===== src/rtl/hcoh_pkg.sv =====
package hcoh_pkg;

    typedef enum logic [2:0] {
        OP_LOAD    = 3'd0,
        OP_LOAD_RO = 3'd1,
        OP_STORE   = 3'd2,
        OP_INV     = 3'd3,
        OP_FLUSH   = 3'd4
    } core_op_e;

    typedef enum logic [1:0] {
        DIR_RDREQ = 2'd0,
        DIR_WRREQ = 2'd1,
        DIR_WRREL = 2'd2,
        DIR_RDREL = 2'd3
    } dir_op_e;

    typedef enum logic [2:0] {
        LN_HW_INV   = 3'd0,
        LN_HW_SHR   = 3'd1,
        LN_HW_MOD   = 3'd2,
        LN_SW_CLEAN = 3'd4,
        LN_SW_IMM   = 3'd5,
        LN_SW_PCLN  = 3'd6,
        LN_SW_PDRT  = 3'd7
    } line_st_e;

    function automatic logic in_sw_domain(line_st_e s);
        return s inside {LN_SW_CLEAN, LN_SW_IMM, LN_SW_PCLN, LN_SW_PDRT};
    endfunction

endpackage


===== src/rtl/hcoh_region_tbl.sv =====
module hcoh_region_tbl #(
    parameter int NUM_REGIONS = 16,
    parameter int IDX_W       = $clog2(NUM_REGIONS)
) (
    input  logic             clk,
    input  logic             rst_n,
    input  logic             wr_en,
    input  logic [IDX_W-1:0] wr_idx,
    input  logic             wr_sw,
    input  logic [IDX_W-1:0] rd_idx,
    output logic             rd_sw
);
    logic [NUM_REGIONS-1:0] sw_q;

    always_ff @(posedge clk) begin
        if (!rst_n) begin
            sw_q <= '0;
        end else if (wr_en) begin
            sw_q[wr_idx] <= wr_sw;
        end
    end

    assign rd_sw = sw_q[rd_idx];
endmodule


===== src/rtl/hcoh_line_store.sv =====
module hcoh_line_store
    import hcoh_pkg::*;
#(
    parameter int NUM_SLOTS = 4,
    parameter int WORDS     = 4,
    parameter int SLOT_W    = $clog2(NUM_SLOTS)
) (
    input  logic              clk,
    input  logic              rst_n,
    input  logic [SLOT_W-1:0] rd_slot,
    output line_st_e          rd_state,
    output logic [WORDS-1:0]  rd_dirty,
    input  logic [SLOT_W-1:0] wr_slot,
    input  logic              st_we,
    input  line_st_e          st_new,
    input  logic              dt_we,
    input  logic [WORDS-1:0]  dt_new
);
    line_st_e         st_q [NUM_SLOTS];
    logic [WORDS-1:0] dt_q [NUM_SLOTS];

    always_ff @(posedge clk) begin
        for (int i = 0; i < NUM_SLOTS; i++) begin
            if (!rst_n) begin
                st_q[i] <= LN_HW_INV;
                dt_q[i] <= '0;
            end else if (wr_slot == SLOT_W'(i)) begin
                if (st_we) st_q[i] <= st_new;
                if (dt_we) dt_q[i] <= dt_new;
            end
        end
    end

    assign rd_state = st_q[rd_slot];
    assign rd_dirty = dt_q[rd_slot];
endmodule


===== src/rtl/hcoh_ctrl.sv =====
module hcoh_ctrl
    import hcoh_pkg::*;
#(
    parameter int WORDS  = 4,
    parameter int SLOT_W = 2,
    parameter int WORD_W = $clog2(WORDS)
) (
    input  logic              clk,
    input  logic              rst_n,
    input  logic              req_valid,
    input  core_op_e          req_op,
    input  logic [SLOT_W-1:0] req_slot,
    input  logic [WORD_W-1:0] req_word,
    input  logic              dom_sw,
    input  line_st_e          cur_st,
    input  logic [WORDS-1:0]  cur_dirty,
    input  logic              dir_gnt,
    output logic              req_ready,
    output logic              rsp_hit,
    output logic              rsp_err,
    output logic              dir_valid,
    output dir_op_e           dir_op,
    output logic              wb_valid,
    output logic [WORDS-1:0]  wb_mask,
    output logic [SLOT_W-1:0] wr_slot,
    output logic              st_we,
    output line_st_e          st_new,
    output logic              dt_we,
    output logic [WORDS-1:0]  dt_new
);
    typedef enum logic [1:0] {
        FSM_IDLE      = 2'd0,
        FSM_WAIT_FILL = 2'd1,
        FSM_WAIT_REL  = 2'd2
    } fsm_e;

    fsm_e              fsm_q, fsm_d;
    line_st_e          pend_st_q, pend_st_d;
    logic [SLOT_W-1:0] pend_slot_q, pend_slot_d;
    logic [WORDS-1:0]  word_bit;

    assign word_bit = WORDS'(1) << req_word;

    // State register
    always_ff @(posedge clk) begin
        if (!rst_n) begin
            fsm_q       <= FSM_IDLE;
            pend_st_q   <= LN_HW_INV;
            pend_slot_q <= '0;
        end else begin
            fsm_q       <= fsm_d;
            pend_st_q   <= pend_st_d;
            pend_slot_q <= pend_slot_d;
        end
    end

    // Next state and outputs
    always_comb begin
        fsm_d       = fsm_q;
        pend_st_d   = pend_st_q;
        pend_slot_d = pend_slot_q;
        req_ready   = 1'b0;
        rsp_hit     = 1'b0;
        rsp_err     = 1'b0;
        dir_valid   = 1'b0;
        dir_op      = DIR_RDREQ;
        wb_valid    = 1'b0;
        wb_mask     = '0;
        wr_slot     = req_slot;
        st_we       = 1'b0;
        st_new      = cur_st;
        dt_we       = 1'b0;
        dt_new      = cur_dirty;
        unique case (fsm_q)
            FSM_IDLE: begin
                if (req_valid) begin
                    pend_slot_d = req_slot;
                    if (dom_sw && !in_sw_domain(cur_st)) begin
                        // hardware -> software: release first
                        pend_st_d = LN_SW_CLEAN;
                        unique case (cur_st)
                            LN_HW_MOD: begin
                                dir_valid = 1'b1;
                                dir_op    = DIR_WRREL;
                                fsm_d     = FSM_WAIT_REL;
                            end
                            LN_HW_SHR: begin
                                dir_valid = 1'b1;
                                dir_op    = DIR_RDREL;
                                fsm_d     = FSM_WAIT_REL;
                            end
                            default: begin
                                st_we  = 1'b1;
                                st_new = LN_SW_CLEAN;
                            end
                        endcase
                    end else if (!dom_sw && in_sw_domain(cur_st)) begin
                        // software -> hardware: flush dirty words, then release
                        dir_valid = 1'b1;
                        dir_op    = DIR_RDREL;
                        wb_valid  = (cur_st == LN_SW_PDRT);
                        wb_mask   = (cur_st == LN_SW_PDRT) ? cur_dirty : '0;
                        dt_we     = 1'b1;
                        dt_new    = '0;
                        pend_st_d = LN_HW_INV;
                        fsm_d     = FSM_WAIT_REL;
                    end else if (!dom_sw) begin
                        unique case (req_op)
                            OP_LOAD, OP_LOAD_RO: begin
                                if (cur_st == LN_HW_INV) begin
                                    dir_valid = 1'b1;
                                    dir_op    = DIR_RDREQ;
                                    pend_st_d = LN_HW_SHR;
                                    fsm_d     = FSM_WAIT_FILL;
                                end else begin
                                    req_ready = 1'b1;
                                    rsp_hit   = 1'b1;
                                end
                            end
                            OP_STORE: begin
                                if (cur_st == LN_HW_MOD) begin
                                    req_ready = 1'b1;
                                    rsp_hit   = 1'b1;
                                end else begin
                                    dir_valid = 1'b1;
                                    dir_op    = DIR_WRREQ;
                                    pend_st_d = LN_HW_MOD;
                                    fsm_d     = FSM_WAIT_FILL;
                                end
                            end
                            default: req_ready = 1'b1;
                        endcase
                    end else begin
                        req_ready = 1'b1;
                        unique case (req_op)
                            OP_LOAD: begin
                                if (cur_st == LN_SW_CLEAN) begin
                                    st_we  = 1'b1;
                                    st_new = LN_SW_PCLN;
                                end else begin
                                    rsp_hit = 1'b1;
                                end
                            end
                            OP_LOAD_RO: begin
                                if (cur_st == LN_SW_CLEAN) begin
                                    st_we  = 1'b1;
                                    st_new = LN_SW_IMM;
                                end else begin
                                    rsp_hit = 1'b1;
                                end
                            end
                            OP_STORE: begin
                                if (cur_st == LN_SW_IMM) begin
                                    rsp_err = 1'b1;
                                end else begin
                                    rsp_hit = (cur_st != LN_SW_CLEAN);
                                    st_we   = 1'b1;
                                    st_new  = LN_SW_PDRT;
                                    dt_we   = 1'b1;
                                    dt_new  = cur_dirty | word_bit;
                                end
                            end
                            OP_INV: begin
                                st_we  = 1'b1;
                                st_new = LN_SW_CLEAN;
                                dt_we  = 1'b1;
                                dt_new = '0;
                            end
                            OP_FLUSH: begin
                                if (cur_st == LN_SW_PDRT) begin
                                    wb_valid = 1'b1;
                                    wb_mask  = cur_dirty;
                                    st_we    = 1'b1;
                                    st_new   = LN_SW_CLEAN;
                                    dt_we    = 1'b1;
                                    dt_new   = '0;
                                end
                            end
                            default: ;
                        endcase
                    end
                end
            end
            FSM_WAIT_FILL, FSM_WAIT_REL: begin
                wr_slot = pend_slot_q;
                if (dir_gnt) begin
                    st_we     = 1'b1;
                    st_new    = pend_st_q;
                    req_ready = (fsm_q == FSM_WAIT_FILL);
                    fsm_d     = FSM_IDLE;
                end
            end
            default: fsm_d = FSM_IDLE;
        endcase
    end
endmodule


===== src/rtl/hybrid_coh_ctrl.sv =====
module hybrid_coh_ctrl
    import hcoh_pkg::*;
#(
    parameter  int NUM_SLOTS   = 4,
    parameter  int WORDS       = 4,
    parameter  int NUM_REGIONS = 16,
    localparam int SLOT_W      = $clog2(NUM_SLOTS),
    localparam int WORD_W      = $clog2(WORDS),
    localparam int REG_W       = $clog2(NUM_REGIONS)
) (
    input  logic              clk,
    input  logic              rst_n,
    input  logic              req_valid,
    input  logic [2:0]        req_op,
    input  logic [REG_W-1:0]  req_region,
    input  logic [SLOT_W-1:0] req_slot,
    input  logic [WORD_W-1:0] req_word,
    output logic              req_ready,
    output logic              rsp_hit,
    output logic              rsp_err,
    output logic              dir_valid,
    output logic [1:0]        dir_op,
    input  logic              dir_gnt,
    output logic [SLOT_W-1:0] msg_slot,
    output logic              wb_valid,
    output logic [WORDS-1:0]  wb_mask,
    input  logic              tbl_we,
    input  logic [REG_W-1:0]  tbl_idx,
    input  logic              tbl_sw
);
    logic              dom_sw;
    line_st_e          cur_st, st_new;
    logic [WORDS-1:0]  cur_dirty, dt_new;
    logic              st_we, dt_we;
    logic [SLOT_W-1:0] wr_slot;
    dir_op_e           dir_op_t;

    hcoh_region_tbl #(.NUM_REGIONS(NUM_REGIONS), .IDX_W(REG_W)) u_tbl (
        .clk    (clk),
        .rst_n  (rst_n),
        .wr_en  (tbl_we),
        .wr_idx (tbl_idx),
        .wr_sw  (tbl_sw),
        .rd_idx (req_region),
        .rd_sw  (dom_sw)
    );

    hcoh_line_store #(.NUM_SLOTS(NUM_SLOTS), .WORDS(WORDS), .SLOT_W(SLOT_W)) u_lines (
        .clk      (clk),
        .rst_n    (rst_n),
        .rd_slot  (req_slot),
        .rd_state (cur_st),
        .rd_dirty (cur_dirty),
        .wr_slot  (wr_slot),
        .st_we    (st_we),
        .st_new   (st_new),
        .dt_we    (dt_we),
        .dt_new   (dt_new)
    );

    hcoh_ctrl #(.WORDS(WORDS), .SLOT_W(SLOT_W), .WORD_W(WORD_W)) u_ctrl (
        .clk       (clk),
        .rst_n     (rst_n),
        .req_valid (req_valid),
        .req_op    (core_op_e'(req_op)),
        .req_slot  (req_slot),
        .req_word  (req_word),
        .dom_sw    (dom_sw),
        .cur_st    (cur_st),
        .cur_dirty (cur_dirty),
        .dir_gnt   (dir_gnt),
        .req_ready (req_ready),
        .rsp_hit   (rsp_hit),
        .rsp_err   (rsp_err),
        .dir_valid (dir_valid),
        .dir_op    (dir_op_t),
        .wb_valid  (wb_valid),
        .wb_mask   (wb_mask),
        .wr_slot   (wr_slot),
        .st_we     (st_we),
        .st_new    (st_new),
        .dt_we     (dt_we),
        .dt_new    (dt_new)
    );

    assign dir_op   = dir_op_t;
    assign msg_slot = wr_slot;
endmodule


===== config.mk =====
export PLATFORM = sky130hd
export DESIGN_NAME = hybrid_coh_ctrl
export DESIGN_NICKNAME = d
export VERILOG_FILES = /design/src/rtl/hcoh_pkg.sv /design/src/rtl/hcoh_region_tbl.sv /design/src/rtl/hcoh_line_store.sv /design/src/rtl/hcoh_ctrl.sv /design/src/rtl/hybrid_coh_ctrl.sv
export SDC_FILE = /design/constraint.sdc
export NUM_CORES = 1
export LEC_CHECK = 0
export BUFFER_PORTS_ARGS = -buffer_cell sky130_fd_sc_hd__buf_2
export CORE_MARGIN = 1.5
export CORE_UTILIZATION = 48
export DETAILED_ROUTE_END_ITERATION = 7
export PLACE_DENSITY = 0.64
export SLEW_MARGIN = 25
export SYNTH_ARGS = -nofsm -noshare
export SYNTH_HDL_FRONTEND = slang
export SYNTH_SLANG_ARGS = --single-unit
export TNS_END_PERCENT = 50

===== constraint.sdc =====
create_clock -name clk -period 11.6 [get_ports clk]
set_input_delay 0.58 -clock clk [delete_from_list [all_inputs] [get_ports clk]]
set_output_delay 0.58 -clock clk [all_outputs]
set_load 0.01 [all_outputs]

== After elaboration in Yosys (flattened, before gate mapping) ==
Memories as Yosys holds them, arrays and structs flattened.
Cells that the tools add are included.

* $lt $le $gt $ge: 3
* Eq/ne operators: 26
* Shift operators: 1
* Multiplexer cells: 149
* Bitwise logic cells: 9
* Reductions and logical operators: 17

{| class="wikitable"
|+ Operator list
! operator !! count
|-
| $mux W1 || 79
|-
| $mux W4 || 18
|-
| $mux W3 || 19
|-
| $mux W2 || 15
|-
| $bwmux W16 || 1
|-
| $eq A3 B3 Y1 const B || 5
|-
| $pmux W3 S5 || 1
|-
| $pmux W1 S2 || 6
|-
| $pmux W2 S2 || 3
|-
| $pmux W3 S2 || 2
|-
| $pmux W4 S3 || 1
|-
| $lt A4 B5 Y1 const B || 2
|-
| $ne A5 B3 Y1 const B || 2
|-
| $eq A3 B2 Y1 const B || 3
|-
| $ne A3 B3 Y1 const B || 3
|-
| $or A1 B1 Y1 || 8
|-
| $reduce_bool A4 Y1 || 2
|-
| $reduce_and A7 Y1 || 1
|-
| $eq A2 B2 Y1 const B || 3
|-
| $eq A3 B1 Y1 const B || 2
|-
| $logic_not A3 Y1 || 2
|-
| $reduce_and A6 Y1 || 1
|-
| $reduce_or A2 Y1 || 3
|-
| $ne A5 B2 Y1 const B || 1
|-
| other kinds (16) || 22
|}

* Register bits: 23
* RAM bits: 28
* Output and inout port bits: 13
* Logic and storage cells: 211
* Memories: 2

{| class="wikitable"
|+ Memory list
! memory !! depth !! width !! read ports !! clocked after memory_dff !! wr ports !! line !! RTL
|-
| u_lines.dt_q || 4 || 4 || 1 || 0 || 4 || hcoh_line_store.sv:20 || <nowiki>logic [WORDS-1:0] dt_q [NUM_SLOTS];</nowiki>
|-
| u_lines.st_q || 4 || 3 || 1 || 0 || 4 || hcoh_line_store.sv:19 || <nowiki>line_st_e st_q [NUM_SLOTS];</nowiki>
|}

== Longest topological paths before layout ==
Gate-level depths: netlist (run 1).
An unclocked memory read counts as a cell.

* Depth after elaboration: 14
* Depth in mapped cells: 13

== Hierarchy ==
Synthesis (run 1) repeated with hierarchy kept, for this count alone.

* Cell total of the unflattened synthesis: 353
* Area, all modules: 3,348.2 um^2

{| class="wikitable"
|+ By module, submodules not included
! module !! instances !! cells an instance !! area each (um^2) !! sequential area each (um^2)
|-
| hcoh_line_store || 1 || 90 || 1,342.5 || 840.8
|-
| hcoh_ctrl || 1 || 171 || 1,179.9 || 140.1
|-
| hcoh_region_tbl || 1 || 92 || 825.8 || 320.3
|}

== Worst setup path before layout (run 1) ==
No wires, ideal clock.

* Path kind: input -> register
* Start point: input req_region[2]
* End point: memory u_lines.st_q[2][0] in the netlist's numbering, enable pin
* Library setup time: 0.344 ns
* Arrival: 3.633 ns
* Required time: 11.256 ns
* Path slack: 7.623 ns
* Stages on the path: 11
* Buffers on the path: 3
* Cell sequence: mux4_1 > mux4_2 > buf_4 > ha_1 > clkbuf_1 > or2_2 > clkbuf_1 > or3_1 > o32ai_2 > nand2_2 > o21ai_0

{| class="wikitable"
|+ RTL lines
! element !! line !! RTL
|-
| start: declaration || hybrid_coh_ctrl.sv:15 || <nowiki>input logic [REG_W-1:0] req_region,</nowiki>
|-
| end: declaration || hcoh_line_store.sv:19 ||
|}

== Worst setup path in the final report (run 1) ==
* Start point: input req_region[2]
* End point: output rsp_err

* Cells in the longest elaborated chain, start to end: 8
* Elaborated cells on any way between the ends: 10

{| class="wikitable"
|+ Ends and longest elaborated chain
! element !! line !! RTL
|-
| $bmux W1 S4 (*) || hcoh_region_tbl.sv:23 || <nowiki>assign rd_sw = sw_q[rd_idx];</nowiki>
|-
| $mux W1 (not written as such) (*) || hcoh_region_tbl.sv:23 ||
|-
| $logic_not A1 Y1 || hcoh_ctrl.sv:97 || <nowiki>end else if (!dom_sw && in_sw_domain(cur_st)) begin</nowiki>
|-
| $logic_and A1 B1 Y1 || hcoh_ctrl.sv:97 ||
|-
| $mux W1 || hcoh_ctrl.sv:97 ||
|-
| $mux W1 (*) || hcoh_ctrl.sv:78 || <nowiki>if (dom_sw && !in_sw_domain(cur_st)) begin</nowiki>
|-
| $mux W1 (*) || hcoh_ctrl.sv:76 || <nowiki>if (req_valid) begin</nowiki>
|-
| $mux W1 (*) || hcoh_ctrl.sv:74 || <nowiki>unique case (fsm_q)</nowiki>
|-
| end: declaration || hybrid_coh_ctrl.sv:20 || <nowiki>output logic rsp_err,</nowiki>
|}

Every way passes the cells marked *; elsewhere a longest branch is shown, timed or not. The select of a mux whose other input is x is not followed.

==> results of run 1 <==
[through the flow]
step	hold slack, ns	instance area [um2]
4_1_cts	0.482	3580
3_5_place_dp	0.470	3490
2_1_floorplan	0.439	3330
3_3_place_gp	0.458	3490
5_1_grt	0.507	3580
6_report	0.479	3580
[flip-flops by register name (all words and copies together), names as in the netlist]
register and count:
u_lines.dt_q 16, u_tbl.sw_q 16, u_lines.st_q 12, u_ctrl.pend_st_q 3
u_ctrl.fsm_q 2, u_ctrl.pend_slot_q 2
[how the worst min path moves through the flow]
stage	startpoint	endpoint	cells after the start
final	u_ctrl.pend_slot_q[1]	u_ctrl.pend_slot_q[1]	2
after global routing	u_ctrl.pend_slot_q[1]	u_ctrl.pend_slot_q[1]	2
after CTS	u_ctrl.pend_slot_q[0]	u_ctrl.pend_slot_q[0]	2
after detailed placement	u_ctrl.pend_slot_q[0]	u_ctrl.pend_slot_q[0]	2
after global placement	u_ctrl.pend_slot_q[0]	u_ctrl.pend_slot_q[0]	2
after floorplan	u_tbl.sw_q[0]	u_tbl.sw_q[0]	2
[power breakdown]
part	internal, uW	switching [uW]
clock	42.1	58.3
sequential	200	4.85
combinational	37.8	74.4
[logic make-up (layout without fill, tap and decap cells)]
logic type / Yosys count / in the layout / synth area share, %
xor gates and xnor gates: 2 / 2 / 0.527
AOI/OAI and AO/OA: 80 / 80 / 16.0
and+or+nand+nor: 164 / 164 / 24.6
muxes: 26 / 26 / 12.7
buffers and inverters: 36 / 53 / 4.44
DFF: 51 / 51 / 39.1
adders and majority gates: 7 / 7 / 2.63
[layer usage]
metal | up-vias | routed length, um | global-route usage [%]
met1 | 1338 | 3480 | 29.6
li1 | 1378 | - | -
met4 | 0 | 152 | 7.33
met3 | 13 | 582 | 3.24
met5 | - | 0 | 0
met2 | 142 | 3690 | 36.0
[final cells by class]
class                           instances  area, um2  share of cell area (%)
Sequential cell                        51       1300                    36.4
Multi-Input combinational cell        279       1880                    52.5
Inverter                               12       45.0                    1.26
Tap cell                               80        100                    2.80
Timing Repair Buffer                   33        165                    4.62
Clock buffer                            5       68.8                    1.92
Clock inverter                          3       20.0                   0.560
[critical path: cells and delay by family]
| family | cells | cell delay, ns |
|---|---|---|
| adder cells (fa/ha/maj) | 1 | 0.37 |
| buffers and inverters | 2 | 0.30 |
| multiplexers | 2 | 1.21 |
| AND/OR/NAND/NOR | 4 | 1.03 |
[cells in the final DEF, fill, tap and decap left out, types with 5 or more instances in the layout]
| master | n |
|---|---|
| edfxtp_1 | 28 |
| dfxtp_1 | 23 |
| ha_1 | 7 |
| mux4_2 | 9 |
| a21boi_0 | 12 |
| nand3_1 | 10 |
| mux2i_1 | 13 |
| nor2_1 | 37 |
| and2_1 | 6 |
| or3_1 | 5 |
| nor3_1 | 30 |
| nand2b_1 | 7 |
| inv_1 | 12 |
| nand2_1 | 37 |
| a21oi_1 | 15 |
| nor2b_1 | 8 |
| o21ai_0 | 24 |
| nor3b_1 | 5 |
| clkbuf_8 | 5 |
| buf_2 | 33 |
==> results by group, run 1 <==
Timing
  • RSZ-0062 raised after global routing: no
  • Final worst slack: roughly 7.5 ns
  • Setup TNS Final: 0 ns
  • Slew HR: a little under half
  • Final Max Slew Viols: 0
  • Worst clock skew: roughly 0.0088 ns
  • Min Tclk post-route: approximately 4 ns
  • Max Fclk: around 240 MHz
  • Final period util: between 30% and 40%
  • Least-Margin Pin Slew: between 0.7 and 0.8 ns
  • Setup violations, final: 0
  • Final hold vios: 0

Setup path
  • Critical Path Source: req_region[2]
  • Crit path to: rsp_err
  • Crit-path slowest cell: mux4_2
  • Worst r2r src: u_tbl.sw_q[4]
  • CP required: roughly 11 ns
  • R2r endpoint: u_lines.st_q[0][0]
  • Reg2reg setup slack: about 8 ns
  • Slowest stage delay, CP: ~0.66 ns
  • CP dominant cell by count: buf_2
  • Max FO, Critical Path: 16
  • FF-to-FF path depth: 8
  • Crit end category: output pin
  • Worst path arrival time: approximately 3.5 ns
  • Worst Setup Path Type: primary input to output pin
  • CP Launch Type: primary input
  • CP cell instances: buf_2 > mux4_1 > mux4_2 > ha_1 > or2_2 > nor3_1 > nand2_1 > nor2_1 > buf_2

Synth
  • Post-synth top cells: nand2_1, nor2_1, nor3_1
  • Syn Area/Cell: 9.09 um2
  • Syn. warnings: 0
  • Synth area leader: edfxtp_1
  • Seq/Total Area, Yosys: around two fifths
  • Post-Syn Area: 0.00333 mm2
  • Number of synthesized flops with an enable pin: 28
  • Top FF cell, synth: edfxtp_1
  • Top cells by area, synth: edfxtp_1, dfxtp_1, mux4_2
  • FFs w/ async S/R, synth: 0%
  • Synth Register Bits: between 50 and 60
  • Synth top area share: between 20% and 30%
  • Syn Inst Count: 366
  • Mapped Nets: about 400
  • Netlist cell types: 54

Global route
  • Total congestion overflow: 0
  • Initial antenna violation count: 0
  • Number of global-route vias before repair: approximately 2700
  • First-pass GRT wire length: between 10 and 15 mm
  • GRT Total Usage: between 20% and 30%
  • Largest net degree at the start of global routing: 32

Clocking
  • Maximum clock path buffer count: 2
  • Root Driver: clkbuf_8
  • Hold_buf cts: 0
  • Clock sinks: 51
  • Setup Fix Bufs, Post-CTS: 0
  • Num CTS Buffers: 5
  • Clock Pin Slew Worst Setup and Hold Paths: about 0.10 ns
  • Clock latency on the worst-skew pair: approximately 0.30 ns
  • Post_cts resized: 0
  • CTS tree: built
  • Htree depth: 2

Route
  • Initial DRC count: ~270
  • Post-route ant nets: 0
  • WL/cell: about 17 um
  • Via count: ~2900
  • DRC viols: 0
  • First-pass detailed-route iteration total: 5
  • WL final: 7.90 mm
  • DR vias/cell: between 6 and 7

Power and ir drop
  • Leak: 0.00128 uW
  • P per Cell Area: 117 mW/mm2
  • Overall Power: around 420 uW
  • Peak VDD IR: 0.0627 mV

Finish
  • Nets@finish: a little over 400
  • Final cell count without fillers: 463
  • Post-layout util: between 50% and 60%
  • Fill cell count: ~620
  • Area Overhead vs Synth: 7.56%
  • Diodes inserted: 0
  • Share of layout cells above drive strength 1: between 10 and 15%

Placed design
  • Gpl congestion: roughly 0.93
  • Worst slack at placement: between 7 and 8 ns
  • Dpl hpwl: 5.83 mm
  • Placed insts: roughly 460
  • Buffers added on ports: 33

Die
  • Die area: 0.00744 mm2
  • # IOs: 34
  • Core area: a little under 0.007 mm2
  • DIE HEIGHT: between 80 and 90 um
  • Cell Rows: 30
  • Initial core utilization: slightly below 50%
  • Die W: approximately 86 um

Flow run
  • Max-Cap Viols: 0

Status
  • Outcome: finished clean

Worst hold path
  • Hold Path Class: flop to flop
No activity file was read; power rests on OpenSTA's default activity.
==> run 2, diff against run 1 <==
ABC_AREA = 1   (was not set)
clock period = 4 ns   (was 11.6 ns; I/O delays follow)
==> run 2 against run 1 <==
  * Synthesized cell count grew 32%
  * Routed wire length grew 13%
  * Sequential power rose to 3.2 times the previous value
  * Global-route usage up 2.1 points
  * Cell count is 32% higher
  * Clock power rose to 3.1 times the previous value
  * Via count increased by 15%
  * Worst hold slack lost 0.21 ns
  * Non-clock buffer count is the same
  * Largest power group is now combinational logic
==> results by group, run 2 <==
Route
  • M1 WL: 4.08 mm (+17%)
  • WL met3: 339 um (-42%)
  • Top Metal Used: met4
  • Initial DRC count: 257 (-3.4%)
  • Via count: 3291 (+15%)
  • First-pass detailed-route iteration total: 5 (unchanged)
  • WL/cell: 14.5 um (-15%)
  • Met2 wire len: 4.35 mm (+18%)
  • DRC viols: 0 (unchanged)
  • DR vias/cell: 5.38 (-13%)
  • Post-route ant nets: 0 (unchanged)
  • WL final: 8.90 mm (+13%)

Global route
  • Number of global-route vias before repair: 3114 (+17%)
  • Largest net degree at the start of global routing: 23 (-28%)
  • GRT Total Usage: 23.9% (+2.1 points)
  • First-pass GRT wire length: 14.6 mm (+14%)
  • Total congestion overflow: 0 (unchanged)
  • Initial antenna violation count: 0 (unchanged)

Clocking
  • Htree depth: 2 (unchanged)
  • Hold_buf cts: 0 (unchanged)
  • Root Driver: clkbuf_8
  • Setup Fix Bufs, Post-CTS: 0 (unchanged)
  • Clock Pin Slew Worst Setup and Hold Paths: 0.10 ns (about the same)
  • Clock latency on the worst-skew pair: 0.31 ns (about the same)
  • Clock sinks: 51 (unchanged)
  • Num CTS Buffers: 5 (unchanged)
  • CTS tree: built
  • Maximum clock path buffer count: 2 (unchanged)
  • Post_cts resized: 0 (unchanged)

Die
  • Cell Rows: 31 (+3.3%)
  • Core area: 0.00721 mm2 (+6.8%)
  • Die W: 89.1 um (+3.3%)
  • # IOs: 34 (unchanged)
  • DIE HEIGHT: 89.1 um (+3.3%)
  • Die area: 0.00793 mm2 (+6.7%)
  • Initial core utilization: 49.3% (+0.067 points)

Setup path
  • Crit-path slowest cell: dfxtp_1
  • CP required: 4.01 ns (-7.01 ns)
  • Worst path arrival time: 2.88 ns (-0.62 ns)
  • Crit path buffers/inverters: 3 (+1)
  • FF-to-FF path depth: 16 (+8)
  • CP dominant cell by count: nand2_1
  • CP cell instances: nand2_1 > nand3_1 > nand3_1 > nand3_2 > nand2_4 > inv_4 > ha_1 > nor2_1 > inv_1 > nor2_4 > inv_2 > nor3_1 > nand2_2 > a21oi_2 > nand2_1 > nand2_1
  • CP delay by family, top: simple AND/OR/NAND/NOR gates
  • Crit end category: flop
  • CP Launch Type: flop
  • CP Depth: 16 (+7)
  • Critical Path Source: u_tbl.sw_q[1]
  • Worst Setup Path Type: flop to flop
  • Slowest stage delay, CP: 0.35 ns (-0.31 ns)
  • Max FO, Critical Path: 9 (-7)
  • Worst r2r src: u_tbl.sw_q[1]

Finish
  • Largest registers: u_lines.dt_q: 16 flops, u_tbl.sw_q: 16 flops, u_lines.st_q: 12 flops
  • Commonest non-fill, non-tap cell in the layout: nand2_1
  • Commonest cells after routing, fill and taps aside: nand2_1, inv_1, nand3_1
  • Area Overhead vs Synth: 7.92%
  • Final cell count without fillers: 612 (+32%)
  • Nets@finish: 540 (+32%)
  • Share of layout cells above drive strength 1: 17.9% (+3.1 points)
  • Diodes inserted: 0 (unchanged)

Timing
  • Setup TNS Final: 0 ns (unchanged)
  • Slew HR: 61.5% (+14 points)
  • Final worst slack: 1.13 ns (-6.38 ns)
  • Setup violations, final: 0 (unchanged)
  • Final Max Slew Viols: 0 (unchanged)
  • Final hold vios: 0 (unchanged)
  • Min Tclk post-route: roughly 2.9 ns
  • Final period util: roughly 70%
  • Max Fclk: approximately 350 MHz
  • Worst clock skew: 0.00883 ns (+0.0000340 ns)
  • RSZ-0062 raised after global routing: no
  • Least-Margin Pin Slew: 0.574 ns (-0.212 ns)

Synth
  • Mapped Nets: 512 (+30%)
  • Seq/Total Area, Yosys: 36.6% (-2.5 points)
  • Syn Area/Cell: 7.35 um2 (-19%)
  • FFs w/ async S/R, synth: 0% (unchanged)
  • Post-synth top cells: nand2_1, inv_1, nand3_1
  • Syn. warnings: 0 (unchanged)
  • Synth top area share: 23.6% (-1.6 points)
  • Synth Register Bits: 51 (unchanged)
  • Top-count cell post-synth: nand2_1
  • Top cells by area, synth: edfxtp_1, dfxtp_1, nand2_1
  • Netlist cell types: 41 (-24%)
  • Top FF cell, synth: edfxtp_1
  • Synth area leader: edfxtp_1
  • Syn Inst Count: 484 (+32%)
  • Post-Syn Area: 0.00356 mm2 (+6.9%)
  • Number of synthesized flops with an enable pin: 28 (unchanged)

Placed design
  • Gpl congestion: 0.869 (-7.0%)
  • Placed insts: 604 (+33%)
  • Worst slack at placement: 1.02 ns (-6.32 ns)
  • Buffers added on ports: 33 (unchanged)
  • Dpl hpwl: 7.03 mm (+21%)

Power and ir drop
  • Leak: 0.00166 uW (+30%)
  • P per Cell Area: 450 mW/mm2 (+290%)
  • Peak VDD IR: 0.226 mV (+260%)
  • Overall Power: 1730 uW (+310%)

Worst hold path
  • Worst Hold Depth: 4 (+2)
  • HP Start: tbl_idx[2]
  • Hold Path Class: primary input to flop

Status
  • Outcome: finished clean

Flow run
  • Max-Cap Viols: 0 (unchanged)
run 2: report_power, final:
group	internal, uW	switching [uW]
clock network	122	184
logic	227	548
registers	620	26.4
total	969	758
run 2: through the flow:
step / util, % / area (um2) / hold WS (ns)
floorplan: - / 3560 / 0.421
global placement: 52.0 / 3750 / 0.442
detailed placement: 52.0 / 3750 / 0.449
CTS: 53.2 / 3840 / 0.263
global route: 53.2 / 3840 / 0.288
finish: 53.2 / 3840 / 0.267
run 2: worst reg2reg max path, delay by kind of cell (launching register included):
kind            cells  cell delay (ns)
compound gates      1             0.21
fa+ha+maj           1             0.27
buf+inv             3             0.27
flops               1             0.35
simple gates       11             1.48
run 2: cell type report:
class                      instances  area (um2)
clock inverter                     3        17.5
inverter                          61         246
timing repair buffer              33         165
tap                               99         124
multi-input combinational        360        1910
fill                             746        3380
clock buffer                       5        68.8
sequential                        51        1300
run 2: path summary, 6_finish.rpt:
check / to / slack [ns]
setup reg to reg: u_lines.st_q[0][2] / 1.13
setup / recovery: u_lines.st_q[0][2] / 1.13
hold / removal: u_tbl.sw_q[10] / 0.27
hold reg to reg: u_tbl.sw_q[0] / 0.47
run 2: cell families after synthesis:
group / count (synthesis) / share of synthesized area [%]
compound gates: 82 / 13.4
fa+ha+maj: 7 / 2.46
simple gates: 271 / 38.0
buf+inv: 73 / 9.57
flops: 51 / 36.6
run 2: per-layer routing:
| layer | track usage (%) | up-vias |
|---|---|---|
| met3 | 2.86 | 12 |
| met1 | 32.2 | 1514 |
| met5 | 0 | - |
| li1 | - | 1687 |
| met2 | 40.4 | 78 |
| met4 | 7.55 | 0 |
